**src/rtl/cfg_regbuf_pkg.sv**
```systemverilog
package cfg_regbuf_pkg;
  typedef enum logic [1:0] {
    TOPO_WIDE   = 2'd0,
    TOPO_FIRST  = 2'd1,
    TOPO_SECOND = 2'd2
  } topo_e;

  function automatic topo_e decode_topo(input logic [1:0] cfg_bits);
    if (!cfg_bits[0])     return TOPO_WIDE;
    else if (cfg_bits[1]) return TOPO_SECOND;
    else                  return TOPO_FIRST;
  endfunction
endpackage

```
**src/rtl/cfg_regbuf_dpath.sv**
```systemverilog
module cfg_regbuf_dpath
  import cfg_regbuf_pkg::*;
#(
  parameter int WIDE_W   = 25,
  parameter int NARROW_W = 14
) (
  input  logic                clk,
  input  logic                rst_n,
  input  topo_e               topo,
  input  logic                sel,
  input  logic [WIDE_W-1:0]   d,
  input  logic                cke_in,
  input  logic                odt_in,
  output logic [WIDE_W-1:0]   q_a,
  output logic [NARROW_W-1:0] q_b,
  output logic                cke_q,
  output logic                odt_q
);
  localparam logic [WIDE_W-1:0] NMASK = {{(WIDE_W-NARROW_W){1'b0}}, {NARROW_W{1'b1}}};

  logic                narrow;
  logic [WIDE_W-1:0]   qa_nxt;
  logic [NARROW_W-1:0] qb_nxt;

  always_comb begin
    narrow = (topo != TOPO_WIDE);
    qa_nxt = narrow ? (d & NMASK) : d;
    qb_nxt = narrow ? d[NARROW_W-1:0] : '0;
  end

  always_ff @(posedge clk or negedge rst_n) begin
    if (!rst_n) begin
      q_a   <= '0;
      q_b   <= '0;
      cke_q <= 1'b0;
      odt_q <= 1'b0;
    end else begin
      cke_q <= cke_in;
      odt_q <= odt_in;
      if (sel) begin
        q_a <= qa_nxt;
        q_b <= qb_nxt;
      end
    end
  end

  AST_HOLD_DESEL: assert property (@(posedge clk) disable iff (!rst_n)
    !sel |=> ($stable(q_a) && $stable(q_b)));
  AST_NARROW_UPPER: assert property (@(posedge clk) disable iff (!rst_n)
    (sel && narrow) |=> (q_a[WIDE_W-1:NARROW_W] == '0));
endmodule

```
**src/rtl/cfg_regbuf_parity.sv**
```systemverilog
module cfg_regbuf_parity
  import cfg_regbuf_pkg::*;
#(
  parameter int WIDE_W   = 25,
  parameter int NARROW_W = 14
) (
  input  logic              clk,
  input  logic              rst_n,
  input  topo_e             topo,
  input  logic              sel,
  input  logic [WIDE_W-1:0] d,
  input  logic              par_in,
  output logic              pp_out,
  output logic              mism
);
  localparam logic [WIDE_W-1:0] NMASK = {{(WIDE_W-NARROW_W){1'b0}}, {NARROW_W{1'b1}}};

  logic dpar;
  logic sel1_q, dp1_q, pin1_q;
  logic sel2_q, dp2_q;
  logic pp_q;

  always_comb begin
    dpar   = ^(d & ((topo == TOPO_WIDE) ? {WIDE_W{1'b1}} : NMASK));
    if (topo == TOPO_SECOND) mism = sel2_q & (dp2_q ^ pin1_q);
    else                     mism = sel1_q & (dp1_q ^ pin1_q);
    pp_out = (topo == TOPO_SECOND) ? 1'b0 : pp_q;
  end

  always_ff @(posedge clk or negedge rst_n) begin
    if (!rst_n) begin
      sel1_q <= 1'b0;
      dp1_q  <= 1'b0;
      pin1_q <= 1'b0;
      sel2_q <= 1'b0;
      dp2_q  <= 1'b0;
      pp_q   <= 1'b0;
    end else begin
      sel1_q <= sel;
      dp1_q  <= dpar;
      pin1_q <= par_in;
      sel2_q <= sel1_q;
      dp2_q  <= dp1_q;
      if (sel) pp_q <= dpar ^ par_in;
    end
  end

  AST_DESEL_NO_MISM: assert property (@(posedge clk) disable iff (!rst_n)
    (!sel && topo == TOPO_WIDE) |=> !mism);
endmodule

```
**src/rtl/cfg_regbuf_errflag.sv**
```systemverilog
module cfg_regbuf_errflag
  import cfg_regbuf_pkg::*;
#(
  parameter int HOLD_CYC = 2
) (
  input  logic  clk,
  input  logic  rst_n,
  input  topo_e topo,
  input  logic  mism,
  output logic  err_n
);
  localparam int CNT_W = $clog2(HOLD_CYC + 1);
  localparam logic [CNT_W-1:0] RELOAD = CNT_W'(HOLD_CYC - 1);

  logic [CNT_W-1:0] cnt_q, cnt_nxt;
  logic             err_nxt;
  logic             is_first;

  always_comb begin
    is_first = (topo == TOPO_FIRST);
    cnt_nxt  = cnt_q;
    err_nxt  = 1'b1;
    if (is_first) begin
      cnt_nxt = '0;
    end else if (mism) begin
      cnt_nxt = RELOAD;
      err_nxt = 1'b0;
    end else if (cnt_q != '0) begin
      cnt_nxt = cnt_q - 1'b1;
      err_nxt = 1'b0;
    end
  end

  always_ff @(posedge clk or negedge rst_n) begin
    if (!rst_n) begin
      cnt_q <= '0;
      err_n <= 1'b1;
    end else begin
      cnt_q <= cnt_nxt;
      err_n <= err_nxt;
    end
  end

  AST_FIRST_NO_ERR: assert property (@(posedge clk) disable iff (!rst_n)
    is_first |=> err_n);
  AST_ERR_STRETCH: assert property (@(posedge clk) disable iff (!rst_n)
    $fell(err_n) |=> (!err_n || $past(is_first)));
  AST_ERR_MIN_LOW: assert property (@(posedge clk) disable iff (!rst_n)
    $rose(err_n) |-> (($past(err_n, 2) == 1'b0) || $past(is_first)));
endmodule

```
**src/rtl/cfg_regbuf.sv**
```systemverilog
module cfg_regbuf
  import cfg_regbuf_pkg::*;
#(
  parameter int WIDE_W   = 25,
  parameter int NARROW_W = 14,
  parameter int HOLD_CYC = 2
) (
  input  logic                clk,
  input  logic                rst_n,
  input  logic [1:0]          cfg,
  input  logic [1:0]          cs_n,
  input  logic [WIDE_W-1:0]   d_in,
  input  logic                cke_in,
  input  logic                odt_in,
  input  logic                par_in,
  output logic [WIDE_W-1:0]   q_a,
  output logic [NARROW_W-1:0] q_b,
  output logic                cke_q,
  output logic                odt_q,
  output logic                pp_out,
  output logic                err_n
);
  logic [1:0] rst_sync_q;
  logic       rst_i;
  topo_e      topo;
  logic       sel;
  logic       mism;

  always_ff @(posedge clk or negedge rst_n) begin
    if (!rst_n) rst_sync_q <= 2'b00;
    else        rst_sync_q <= {rst_sync_q[0], 1'b1};
  end

  always_comb begin
    rst_i = rst_sync_q[1];
    topo  = decode_topo(cfg);
    sel   = ~(cs_n[0] & cs_n[1]);
  end

  cfg_regbuf_dpath #(.WIDE_W(WIDE_W), .NARROW_W(NARROW_W)) u_dpath (
    .clk(clk), .rst_n(rst_i), .topo(topo), .sel(sel), .d(d_in),
    .cke_in(cke_in), .odt_in(odt_in),
    .q_a(q_a), .q_b(q_b), .cke_q(cke_q), .odt_q(odt_q)
  );

  cfg_regbuf_parity #(.WIDE_W(WIDE_W), .NARROW_W(NARROW_W)) u_parity (
    .clk(clk), .rst_n(rst_i), .topo(topo), .sel(sel), .d(d_in),
    .par_in(par_in), .pp_out(pp_out), .mism(mism)
  );

  cfg_regbuf_errflag #(.HOLD_CYC(HOLD_CYC)) u_err (
    .clk(clk), .rst_n(rst_i), .topo(topo), .mism(mism), .err_n(err_n)
  );

  AST_PP_SECOND_LOW: assert property (@(posedge clk) disable iff (!rst_i)
    (topo == TOPO_SECOND) |=> (pp_out == 1'b0 || topo != TOPO_SECOND));
endmodule

```
**config.mk**
```make
export PLATFORM = sky130hd
export DESIGN_NAME = cfg_regbuf
export DESIGN_NICKNAME = d
export VERILOG_FILES = /design/src/rtl/cfg_regbuf_pkg.sv /design/src/rtl/cfg_regbuf_dpath.sv /design/src/rtl/cfg_regbuf_parity.sv /design/src/rtl/cfg_regbuf_errflag.sv /design/src/rtl/cfg_regbuf.sv
export SDC_FILE = /design/constraint.sdc
export NUM_CORES = 1
export LEC_CHECK = 0
export BUFFER_PORTS_ARGS = -buffer_cell sky130_fd_sc_hd__buf_2
export CAP_MARGIN = 20
export CELL_PAD_IN_SITES_DETAIL_PLACEMENT = 0
export CELL_PAD_IN_SITES_GLOBAL_PLACEMENT = 1
export CORE_ASPECT_RATIO = 0.6
export CORE_MARGIN = 5
export CORE_UTILIZATION = 40
export CTS_CLUSTER_DIAMETER = 100
export DETAILED_ROUTE_END_ITERATION = 8
export PLACE_DENSITY_LB_ADDON = 0.1
export SLEW_MARGIN = 20
export SYNTH_ARGS = -nofsm -noshare
export SYNTH_HDL_FRONTEND = slang
export SYNTH_HIERARCHICAL = 1
export SYNTH_SLANG_ARGS = --single-unit
```
**constraint.sdc**
```tcl
create_clock -name clk -period 2.4 [get_ports clk]
set_input_delay 0.12 -clock clk [delete_from_list [all_inputs] [get_ports clk]]
set_output_delay 0.12 -clock clk [all_outputs]
set_load 0.1 [all_outputs]
```
==> results.md, run 1 <==
- Clk slew on worst S/H paths: 0.09 ns
- Routed WL: 4980 um
- Syn Nets: 250
- Deepest clock path buffer count: 2
- Setup violators final: 0
- Die area: 0.00736 sq mm
- Worst hold slack: 0.0713 ns
- Post-synth ARST share: 100%
- Leak: 0.00152 uW
- Largest net degree at the start of global routing: 40
- Tot Pwr: 2740 uW
- Setup_tns: 0 ns
- Area Growth Syn to Fin: 28.0%
- Final core utilization: 52.7%
- Starting Density: 41.1%
- Root Driver: clkbuf_8
- Worst-path cell chain: buf_2 -> xnor2_1 -> xnor3_1 -> xnor2_1 -> nor3_2 -> xnor3_1 -> mux2_4
- Netlist cell types: 32
- Post-Syn Instances: 215
- Hold WC Path Type: primary input to flip-flop
- Drt wl/cell: 13.2 um
- Die X: 107 um
- Via count: 1659
- Sequential area share after synthesis: 57.1%
- Slew headroom: 54.2%
- Final period demand of the worst path: 1.59 ns
- Hold Startpoint: d_in[21]
- Reg power frac: 38.4%
- Worst-Skew Late Latency: 0.30 ns
- FF-to-FF End: u_err/cnt_q[1]$_DFFE_PN0P_
- Final Wtd Congestion: 0.795
- WP buf/inv: 1
- Top FF cell, synth: dfrtp_1
- CP max stage cell: xnor3_1
- Max capacitance violation total: 0
- Layout cells sized above 1: 33.6%
- Synthesized area: 0.00228 sq mm
- NetSw: 1100 uW
- N_diodes: 0
- Pwr Density: 938 mW/mm^2
- Hold Crit Depth: 3
- CP arrival: 1.79 ns
- Detailed Place HPWL: 3820 um
- Setup CP Type: primary input to flip-flop
- Switch share: 40.3%
- Port bufs: 76
- Initial antenna violation count: 0
- All-layer global routing usage: 14.2%
- Clk pwr share: 23.4%
- Rows: 21
- Syn Area/Cell: 10.6 sq um
- Post-synth EDFFs: 0
- Pre-antenna DRT Iters: 4
- Post-CTS setup buffer count: 0
- CP Max Fanout: 2
- Final Hold Vio Count: 0
- Via density: 4.39
- Vias in the first global route: 1626
- CTS buffer count: 5
- Residual DRC count: 0
- CP Launch Type: primary input
- Initial DRC Count: 40
- Crit path max-delay family: XOR/XNOR gates
- P_int: 1640 uW
- Synth warnings: 6
- Tcrit/Tclk final: 66.5%
- Seq cells post-synth: 52
- CTS tree: yes
- Comb pwr share: 38.3%
- Worst-Margin Slew: 0.685 ns
- Final ANT Viol Nets: 0
- Max-slew violation count: 0
- R2r setup slk: 1.13 ns
- Worst endpoint required time: 2.59 ns
- Die height: 68.5 um
- H-tree depth: 2
- CP endpoint kind: flip-flop
- Clock Skew: 0.00759 ns
- Gr ovfl total: 0
- FMAX: 0.627 GHz
- Design area: 0.00292 sq mm
- Core area: 0.00554 sq mm
- WHS Endpoint: u_dpath/q_a[21]$_DFFE_PN0P_
- Nets@finish: 332
- Status: finished, final reports clean
- IO Count: 77
- Clk sinks: 52
- Global-route wire length before repair: 8070 um
- Max stage delay on crit path: 0.43 ns
- FF-to-FF path depth: 4
- Placed Area: 0.00275 sq mm
- Peak supply drop: 311 uV
- RR Startpoint: u_parity/sel1_q$_DFF_PN0_
- Setup repair after global routing missed its margin: false
-- cell usage after synthesis, types with 2 or more instances --
cell / instances / area, sq um
nor2b_1: 2 / 12.5
dfrtp_1: 51 / 1280
xnor2_1: 19 / 166
buf_2: 5 / 25.0
o22ai_1: 24 / 150
o21ai_0: 13 / 65.1
nor3_2: 2 / 20.0
xnor3_1: 3 / 67.6
a21oi_1: 2 / 10.0
buf_4: 4 / 30.0
nand2_1: 28 / 105
inv_1: 42 / 158
-- flip-flops by register name, summed over array words and instances (netlist names) --
signal / flops
u_parity/pin1_q: 1
u_parity/dp2_q: 1
u_parity/sel1_q: 1
u_dpath/odt_q: 1
u_err/err_n: 1
rst_sync_q: 2
u_dpath/cke_q: 1
u_dpath/q_b: 14
u_dpath/q_a: 25
u_parity/sel2_q: 1
u_parity/pp_q: 1
u_err/cnt_q: 2
u_parity/dp1_q: 1
-- kinds of logic (layout without fill, tap and decap cells) --
kind of cell	Yosys count	count (layout)	synth area share [%]
multiplexers	1	1	0.658
AND/OR/NAND/NOR	40	40	8.61
XOR/XNOR	24	24	11.4
AO/OA/AOI/OAI	45	45	12.2
buffers and inverters	51	134	9.33
flip-flops	52	52	57.1
adder cells (fa/ha/maj)	1	1	0.548
other	1	1	0.164
-- power groups by stage --
stage | clock network [uW] | logic [uW] | registers, uW
after floorplan | 0 | 396 | 1530
after global placement | 0 | 1040 | 1070
after detailed placement | 0 | 1050 | 1070
after CTS | 666 | 1060 | 1050
after global routing | 703 | 1110 | 1070
final | 640 | 1050 | 1050
-- per-layer routing --
metal	GRT usage, %	vias up	wire length (um)
li1	-	845	-
met1	22.0	770	2600
met2	20.0	39	2100
met3	3.07	5	221
met4	3.78	0	55
met5	0	-	0
-- area by class of cell --
class                   count  area, sq um
repair buffers             84          463
clock buffers               7         96.3
fillers                   528         2630
well taps                  80          100
multi-input cells         112          768
inverters                  42          158
flip-flops and latches     52         1300
clock inverters             1         30.0
-- per-stage QoR --
stage / instances / setup slack (ns)
final: 378 / 0.805
after global routing: 378 / 0.748
after CTS: 378 / 0.813
after detailed placement: 366 / 0.491
after global placement: 366 / 0.528
after floorplan: 215 / 0.674
-- worst max-delay path by stage --
| stage | slack [ns] | endpoint | cells after the start | startpoint |
|---|---|---|---|---|
| finish | 0.81 | u_parity/pp_q$_DFFE_PN0P_ | 7 | d_in[19] |
| global route | 0.75 | u_parity/pp_q$_DFFE_PN0P_ | 7 | cfg[1] |
| CTS | 0.81 | u_parity/pp_q$_DFFE_PN0P_ | 7 | cfg[0] |
| detailed placement | 0.49 | u_parity/pp_q$_DFFE_PN0P_ | 7 | cfg[0] |
| global placement | 0.53 | u_parity/pp_q$_DFFE_PN0P_ | 7 | d_in[19] |
| floorplan | 0.67 | u_parity/pp_q$_DFFE_PN0P_ | 6 | cfg[1] |
-- what timing repair did --
item / in CTS / in global routing
resized for setup: 0 / 0
hold buffers: 4 / 0
endpoints found under the hold margin: 5 / 0
-- worst min-delay path: stages --
cell	delay [ns]
buf_2	0.11
nand2_1	0.05
o22ai_1	0.05
-- cells in the final DEF, fill, tap and decap left out, drive strengths merged, types with 2 or more instances in the layout --
| cell | n |
|---|---|
| a21oi | 2 |
| and2 | 2 |
| buf | 80 |
| clkbuf | 7 |
| dfrtp | 51 |
| dlygate4sd3 | 4 |
| inv | 42 |
| nand2 | 28 |
| nor2b | 3 |
| nor3 | 2 |
| o21ai | 14 |
| o22ai | 25 |
| xnor2 | 20 |
| xnor3 | 3 |
No activity file was read; power rests on OpenSTA's default activity.
==> run 2, diff against run 1 <==
ABC_AREA = 1   (was unset)
CORE_UTILIZATION = 33   (was 40)
clock period = 1.3 ns   (was 2.4 ns; I/O delays follow)
==> run 2 against run 1 <==
Net effect:
- flip-flop and latch count did not move
- total power rose by 98%
- combinational power rose by 83%
- clock skew fell by 0.0033 ns
- sequential share of layout area fell by 7.4 points
- register-to-register slack got worse by 0.92 ns
- wire length rose by 32%
- clock power rose by 150%
- sequential power rose by 81%
- final cell count rose by 52%
- die area rose by 39%
==> results.md, run 2 <==
- Status: finished, final reports clean (unchanged)
- Starting Density: 34.2% (was 41.1%)
- Root Driver: clkbuf_16 (was clkbuf_8)
- CTS buffer count: 5 (unchanged)
- Final Hold Vio Count: 0 (unchanged)
- Max stage delay on crit path: 0.44 ns (was 0.43 ns)
- Die area: 0.0102 sq mm (was 0.00736 sq mm)
- All-layer global routing usage: 13.7% (was 14.2%)
- Layout cells sized above 1: 24.1% (was 33.6%)
- Biggest register: u_dpath/q_a (unchanged)
- Initial antenna violation count: 0 (unchanged)
- Tcrit/Tclk final: 89.9%
- Placed cell count: 564 (was 366)
- Clk slew on worst S/H paths: 0.07 ns (was 0.09 ns)
- IO Count: 77 (unchanged)
- Final period demand of the worst path: 1.17 ns
- Worst-path cell chain: buf_2 (was buf_2 -> xnor2_1 -> xnor3_1 -> xnor2_1 -> nor3_2 -> xnor3_1 -> mux2_4)
- Synthesized area: 0.00272 sq mm (was 0.00228 sq mm)
- Yosys top cell by area: dfrtp_1 (unchanged)
- Initial DRC Count: 80 (was 40)
- Pre-antenna DRT Iters: 4 (unchanged)
- Worst endpoint required time: 1.24 ns (was 2.59 ns)
- Gr ovfl total: 0 (unchanged)
- Drt wl/cell: 11.4 um (was 13.2 um)
- CP endpoint kind: output port (was flip-flop)
- Leak: 0.00221 uW (was 0.00152 uW)
- Setup CP Type: flip-flop to output port (was primary input to flip-flop)
- Register area: 0.00130 sq mm (unchanged)
- Global-route wire length before repair: 11100 um (was 8070 um)
- CTS tree: yes (unchanged)
- CP Max Fanout: 2 (unchanged)
- Die height: 80.3 um (was 68.5 um)
- H-tree depth: 2 (unchanged)
- Top post-synthesis cells by area: dfrtp_1 47%, nand2_1 29%, inv_1 7.6%, xnor2_1 2.3%, nand3_1 1.8% (was dfrtp_1 56%, xnor2_1 7.3%, inv_1 6.9%, o22ai_1 6.6%, nand2_1 4.6%)
- CP arrival: 1.10 ns (was 1.79 ns)
- Most frequent cells in the layout: 210 x nand2_1, 74 x buf_2, 55 x inv_1, 50 x dfrtp_1 (was 76 x buf_2, 50 x dfrtp_1, 42 x inv_1, 27 x nand2_1, 24 x o22ai_1)
- Worst-Margin Slew: 0.750 ns (was 0.685 ns)
- Syn Nets: 417 (was 250)
- Final Wtd Congestion: 0.740 (was 0.795)
- Area Growth Syn to Fin: 28.9% (was 28.0%)
- Clock Skew: 0.00432 ns (was 0.00759 ns)
- Seq cells post-synth: 52 (unchanged)
- CP Launch Type: flip-flop (was primary input)
- Most frequent cell after synthesis: nand2_1 (was dfrtp_1)
- Top FF cell, synth: dfrtp_1 (unchanged)
- Vias in the first global route: 2313 (was 1626)
- Biggest regs: u_dpath/q_a (25), u_dpath/q_b (14) (unchanged)
- Design area: 0.00350 sq mm (was 0.00292 sq mm)
- Clk sinks: 52 (unchanged)
- Post-synth ARST share: 100% (unchanged)
- Setup repair after global routing missed its margin: false (unchanged)
- Setup WS post-layout: 0.131 ns (was 0.805 ns)
- Netlist cell types: 22 (was 32)
- Detailed Place HPWL: 4870 um (was 3820 um)
- Synth warnings: 6 (unchanged)
- Via count: 2376 (was 1659)
- Crit path max-delay family: buffers and inverters (was XOR/XNOR gates)
- Via density: 4.13 (was 4.39)
- Setup violators final: 0 (unchanged)
- Rows: 25 (was 21)
- Tot Pwr: 5410 uW (was 2740 uW)
- Post-CTS setup buffer count: 0 (unchanged)
- Slew headroom: 49.8% (was 54.2%)
- FMAX: 0.855 GHz
- Multi-input logic area: 0.00112 sq mm (was 768 sq um)
- Post-Syn Instances: 382 (was 215)
- Deepest clock path buffer count: 2 (unchanged)
- Post-Place Setup Slack: -0.0464 ns (was 0.491 ns)
- Placed Area: 0.00327 sq mm (was 0.00275 sq mm)
- Nets@finish: 502 (was 332)
- Post-synth top area share: 47.0% (was 56.0%)
- Core area: 0.00795 sq mm (was 0.00554 sq mm)
- Top cells by count, synth: 210 x nand2_1, 55 x inv_1, 51 x dfrtp_1 (was 51 x dfrtp_1, 42 x inv_1, 28 x nand2_1)
- Peak supply drop: 633 uV (was 311 uV)
- Final Non-Filler Cells: 576 (was 378)
- Most common cell after layout, fill and taps aside: nand2_1 (was buf_2)
- CP max stage cell: buf_2 (was xnor3_1)
- Die X: 127 um (was 107 um)
- Residual DRC count: 0 (unchanged)
- Largest register FFs: 25 (unchanged)
- Fill count: 847 (was 528)
- Routed WL: 6570 um (was 4980 um)
- Final ANT Viol Nets: 0 (unchanged)
- Sequential area share after synthesis: 48.0% (was 57.1%)
- Max-slew violation count: 0 (unchanged)
- Syn Area/Cell: 7.11 sq um (was 10.6 sq um)
- Worst-Skew Late Latency: 0.29 ns (was 0.30 ns)
- Post-synth EDFFs: 0 (unchanged)
- Hold WC Path Type: primary input to flip-flop (unchanged)
- WP buf/inv: 1 (unchanged)
- Port bufs: 76 (unchanged)
- Max capacitance violation total: 0 (unchanged)
- Pwr Density: 1550 mW/mm^2 (was 938 mW/mm^2)
- N_diodes: 0 (unchanged)
- Final core utilization: 44.0% (was 52.7%)
- Largest net degree at the start of global routing: 51 (was 40)
## run 2: per-stage QoR
stage	hold slack (ns)	setup TNS [ns]
after global placement	-0.150	-0.220
after global routing	0.0459	0
after floorplan	-0.231	0
after detailed placement	-0.147	-0.327
final	0.0368	0
after CTS	0.0299	0
## run 2: where the power goes
part	leakage (uW)	internal, uW	total (uW)	switching (uW)
registers	0.000643	1800	1900	97.3
logic	0.00147	450	1920	1470
clock network	0.0000901	1010	1590	579
total	0.00221	3270	5410	2150
## run 2: worst paths after layout
| kind | start | end | slack, ns | cells past startpoint |
|---|---|---|---|---|
| max in group asynchronous | rst_sync_q[1]$_DFF_PN0_ | u_err/err_n$_DFF_PN1_ | 0.75 | 1 |
| min | d_in[12] | u_dpath/q_a[12]$_DFFE_PN0P_ | 0.04 | 3 |
| max | u_dpath/q_a[14]$_DFFE_PN0P_ | q_a[14] | 0.13 | 1 |
| min in group asynchronous | rst_n | rst_sync_q[0]$_DFF_PN0_ | 0.09 | 2 |
| max reg2reg | u_parity/pin1_q$_DFF_PN0_ | u_err/cnt_q[0]$_DFFE_PN0P_ | 0.21 | 7 |
| min reg2reg | rst_sync_q[1]$_DFF_PN0_ | u_dpath/q_b[0]$_DFFE_PN0P_ | 0.26 | 1 |
## run 2: worst register-to-register path: stages, from the launching register on
cell	delay, ns
dfrtp_1	0.40
xor2_1	0.16
nand3_1	0.08
o21ai_2	0.07
inv_1	0.07
nand2_1	0.08
nand3_1	0.07
nand2_1	0.06
## run 2: final cells by class
class	count	share of cell area, %
sequential	52	37.3
multi-input combinational	261	32.1
clock inverter	1	0.858
clock buffer	7	4.36
timing repair buffer	87	15.1
tap	108	3.86
inverter	60	6.44
## run 2: logic make-up after synthesis
| kind of cell | Yosys count | share of synthesized area, % |
|---|---|---|
| AND/OR/NAND/NOR | 245 | 36.5 |
| XOR/XNOR | 11 | 3.55 |
| flip-flops | 52 | 48.0 |
| other | 1 | 0.138 |
| AO/OA/AOI/OAI | 3 | 0.553 |
| adder cells (fa/ha/maj) | 1 | 0.461 |
| buffers and inverters | 69 | 10.8 |
## run 2: layer usage
metal	global-route usage [%]	vias up	wire length, um
met4	2.89	0	45
met5	0	-	0
li1	-	1271	-
met1	18.6	1051	3180
met2	21.1	49	2860
met3	4.78	5	481
## run 2: repair_timing
action | CTS | global route
hold endpoints to repair | 5 | 0
endpoints found under the setup margin | 0 | 3
hold buffers | 4 | 0
gates resized for setup | 0 | 2
==> run 3, diff against run 2 <==
PLACE_DENSITY_LB_ADDON = 0.08   (was 0.1)
==> run 3 against run 2 <==
Net effect:
- maximum frequency down 0.46%
- combinational power is essentially flat
- flip-flop and latch count unchanged
- design area shrank 0.46%
- setup slack worse by 0.0053 ns
- sequential share of layout area increased by 0.17 points
- sequential power is essentially flat
- total power decreased by 3.7%
- non-clock buffer count unchanged
- highest routed layer unchanged
- global-route usage rose by 0.38 points
- die area unchanged
==> results.md, run 3 (same netlist as run 2, synthesis figures left out) <==
- N_diodes: 0 (unchanged)
- Status: finished, final reports clean (unchanged)
- Worst endpoint required time: 1.24 ns (about the same)
- GRT met1 Usage: 18.8% (was 18.6%)
- Clk slew on worst S/H paths: 0.08 ns (was 0.07 ns)
- Worst-Margin Slew: 0.691 ns (was 0.750 ns)
- Via count: 2388 (was 2376)
- Deepest clock path buffer count: 2 (unchanged)
- Detailed Place HPWL: 4960 um (was 4870 um)
- Fill count: 843 (was 847)
- Most frequent cells in the layout: 209 x nand2_1, 74 x buf_2, 55 x inv_1, 50 x dfrtp_1 (was 210 x nand2_1, 74 x buf_2, 55 x inv_1, 50 x dfrtp_1)
- Pwr Density: 1500 mW/mm^2 (was 1550 mW/mm^2)
- Largest net degree at the start of global routing: 40 (was 51)
- Nets@finish: 502 (unchanged)
- Leak: 0.00220 uW (was 0.00221 uW)
- Register area: 0.00130 sq mm (unchanged)
- R2r setup slk: 0.20 ns (was 0.21 ns)
- Initial antenna violation count: 0 (unchanged)
- Final ANT Viol Nets: 0 (unchanged)
- Peak supply drop: 625 uV (was 633 uV)
- Max-slew violation count: 0 (unchanged)
- Area Growth Syn to Fin: 28.3% (was 28.9%)
- Routed WL: 6650 um (was 6570 um)
- FMAX: 0.851 GHz (was 0.855 GHz)
- Hold WC Path Type: primary input to flip-flop (unchanged)
- P_int: 2990 uW (was 3270 uW)
- Post-CTS setup buffer count: 0 (unchanged)
- Placed cell count: 564 (unchanged)
- Hold Crit Depth: 3 (unchanged)
- Design area: 0.00348 sq mm (was 0.00350 sq mm)
- Residual DRC count: 0 (unchanged)
- Most common cell after layout, fill and taps aside: nand2_1 (unchanged)
- Max capacitance violation total: 0 (unchanged)
- Comb pwr share: 36.9% (was 35.5%)
- Root Driver: clkbuf_16 (unchanged)
- Vias in the first global route: 2376 (was 2313)
- RR Startpoint: u_parity/pin1_q$_DFF_PN0_ (unchanged)
- CP max stage cell: buf_2 (unchanged)
- Drt wl/cell: 11.5 um (was 11.4 um)
- Clock Skew: 0.00844 ns (was 0.00432 ns)
- FF-to-FF End: u_err/cnt_q[1]$_DFFE_PN0P_ (was u_err/cnt_q[0]$_DFFE_PN0P_)
- CP Max Fanout: 2 (unchanged)
- Global-route wire length before repair: 11300 um (was 11100 um)
- Clk pwr share: 26.5% (was 29.4%)
- Post-Place Setup Slack: -0.0688 ns (was -0.0464 ns)
- Max stage delay on crit path: 0.44 ns (about the same)
- CTS tree: yes (unchanged)
- Placed Area: 0.00329 sq mm (was 0.00327 sq mm)
- WP buf/inv: 1 (unchanged)
- Rows: 25 (unchanged)
- Via density: 4.15 (was 4.13)
- Tot Pwr: 5220 uW (was 5410 uW)
- Setup WS post-layout: 0.125 ns (was 0.131 ns)
- Largest register FFs: 25 (unchanged)
- Met2 usage: 21.6% (was 21.1%)
- NetSw: 2220 uW (was 2150 uW)
- Switch share: 42.6% (was 39.6%)
- H-tree depth: 2 (unchanged)
- Biggest regs: u_dpath/q_a (25), u_dpath/q_b (14) (unchanged)
- Crit path max-delay family: buffers and inverters (unchanged)
- Port bufs: 76 (unchanged)
- Clk sinks: 52 (unchanged)
- Die height: 80.3 um (unchanged)
- CP Launch Type: flip-flop (unchanged)
- Worst-Skew Late Latency: 0.30 ns (was 0.29 ns)
- Final Non-Filler Cells: 576 (unchanged)
- Setup CP Type: flip-flop to output port (unchanged)
- WHS Endpoint: u_dpath/q_a[9]$_DFFE_PN0P_ (was u_dpath/q_a[12]$_DFFE_PN0P_)
- All-layer global routing usage: 14.1% (was 13.7%)
- Reg power frac: 36.6% (was 35.1%)
- Core area: 0.00795 sq mm (unchanged)
- Hold Startpoint: d_in[9] (was d_in[12])
- Worst-path cell chain: buf_2 (unchanged)
- Slew headroom: 53.8% (was 49.8%)
- Final period demand of the worst path: 1.17 ns (about the same)
- Starting Density: 34.2% (unchanged)
- IO Count: 77 (unchanged)
- Tcrit/Tclk final: 90.4% (was 89.9%)
- Pre-antenna DRT Iters: 4 (unchanged)
- Layout cells sized above 1: 24.4% (was 24.1%)
- Setup violators final: 0 (unchanged)
- Biggest register: u_dpath/q_a (unchanged)
- Setup repair after global routing missed its margin: false (unchanged)
- CP endpoint kind: output port (unchanged)
- CTS buffer count: 5 (unchanged)
- Met3 usage: 4.92% (was 4.78%)
- Die X: 127 um (unchanged)
- Final Wtd Congestion: 0.756 (was 0.740)
- FF-to-FF path depth: 7 (unchanged)
- Final Hold Vio Count: 0 (unchanged)
- Initial DRC Count: 103 (was 80)
- Gr ovfl total: 0 (unchanged)
- CP arrival: 1.11 ns (was 1.10 ns)
- Worst hold slack: 0.0369 ns (was 0.0368 ns)
- Die area: 0.0102 sq mm (unchanged)
- Gr busiest metal: met2 (unchanged)
- Multi-input logic area: 0.00113 sq mm (was 0.00112 sq mm)
==> run 3: cell types whose count changed in the layout (fill, tap and decap cells not counted), sizes merged <==
cell	before	now
clkinv	1	2
inv	59	61
bufinv	1	0
clkbuf	7	5
==> run 3: repair_timing <==
action | 4_1_cts | 5_1_grt
gates resized for setup | 0 | 3
hold buffers | 4 | 0
setup endpoints to repair | 0 | 3
endpoints found under the hold margin | 5 | 0
==> run 3: power groups by stage <==
stage / clock, uW / combinational (uW) / sequential, uW
floorplan: 0 / 595 / 2810
global placement: 0 / 1900 / 1940
detailed placement: 0 / 1920 / 1940
CTS: 1440 / 1930 / 1910
global route: 1510 / 2090 / 1930
finish: 1380 / 1930 / 1910
==> run 3: metrics by stage <==
step / utilization (%) / setup TNS, ns
after detailed placement: 41.4 / -0.0688
after global placement: 41.4 / -0.0431
after CTS: 43.8 / 0
final: 43.8 / 0
after floorplan: - / 0
after global routing: 43.8 / 0
==> run 3: final cells by class <==
| cell class | instances | share of cell area [%] |
|---|---|---|
| Multi-Input combinational cell | 261 | 32.4 |
| Clock buffer | 5 | 3.59 |
| Sequential cell | 52 | 37.4 |
| Tap cell | 108 | 3.88 |
| Inverter | 60 | 6.47 |
| Clock inverter | 3 | 0.754 |
| Timing Repair Buffer | 87 | 15.5 |
==> run 3: worst max-delay path by stage <==
stage	startpoint	to	slack [ns]	depth (start not counted)
floorplan	cfg[0]	pp_out	0.02	4
global placement	cfg[1]	u_parity/pp_q$_DFFE_PN0P_	-0.04	15
detailed placement	cfg[1]	u_parity/pp_q$_DFFE_PN0P_	-0.07	15
CTS	u_parity/pin1_q$_DFF_PN0_	u_err/cnt_q[1]$_DFFE_PN0P_	0.07	6
global route	u_parity/pin1_q$_DFF_PN0_	u_err/cnt_q[0]$_DFFE_PN0P_	0.04	7
finish	u_dpath/q_a[22]$_DFFE_PN0P_	q_a[22]	0.13	1
==> run 3: metal layers <==
metal / share of wire, % / wire (um)
met1: 52 / 3460
met2: 40 / 2680
met3: 6.8 / 451
met4: 0.95 / 63
met5: 0 / 0
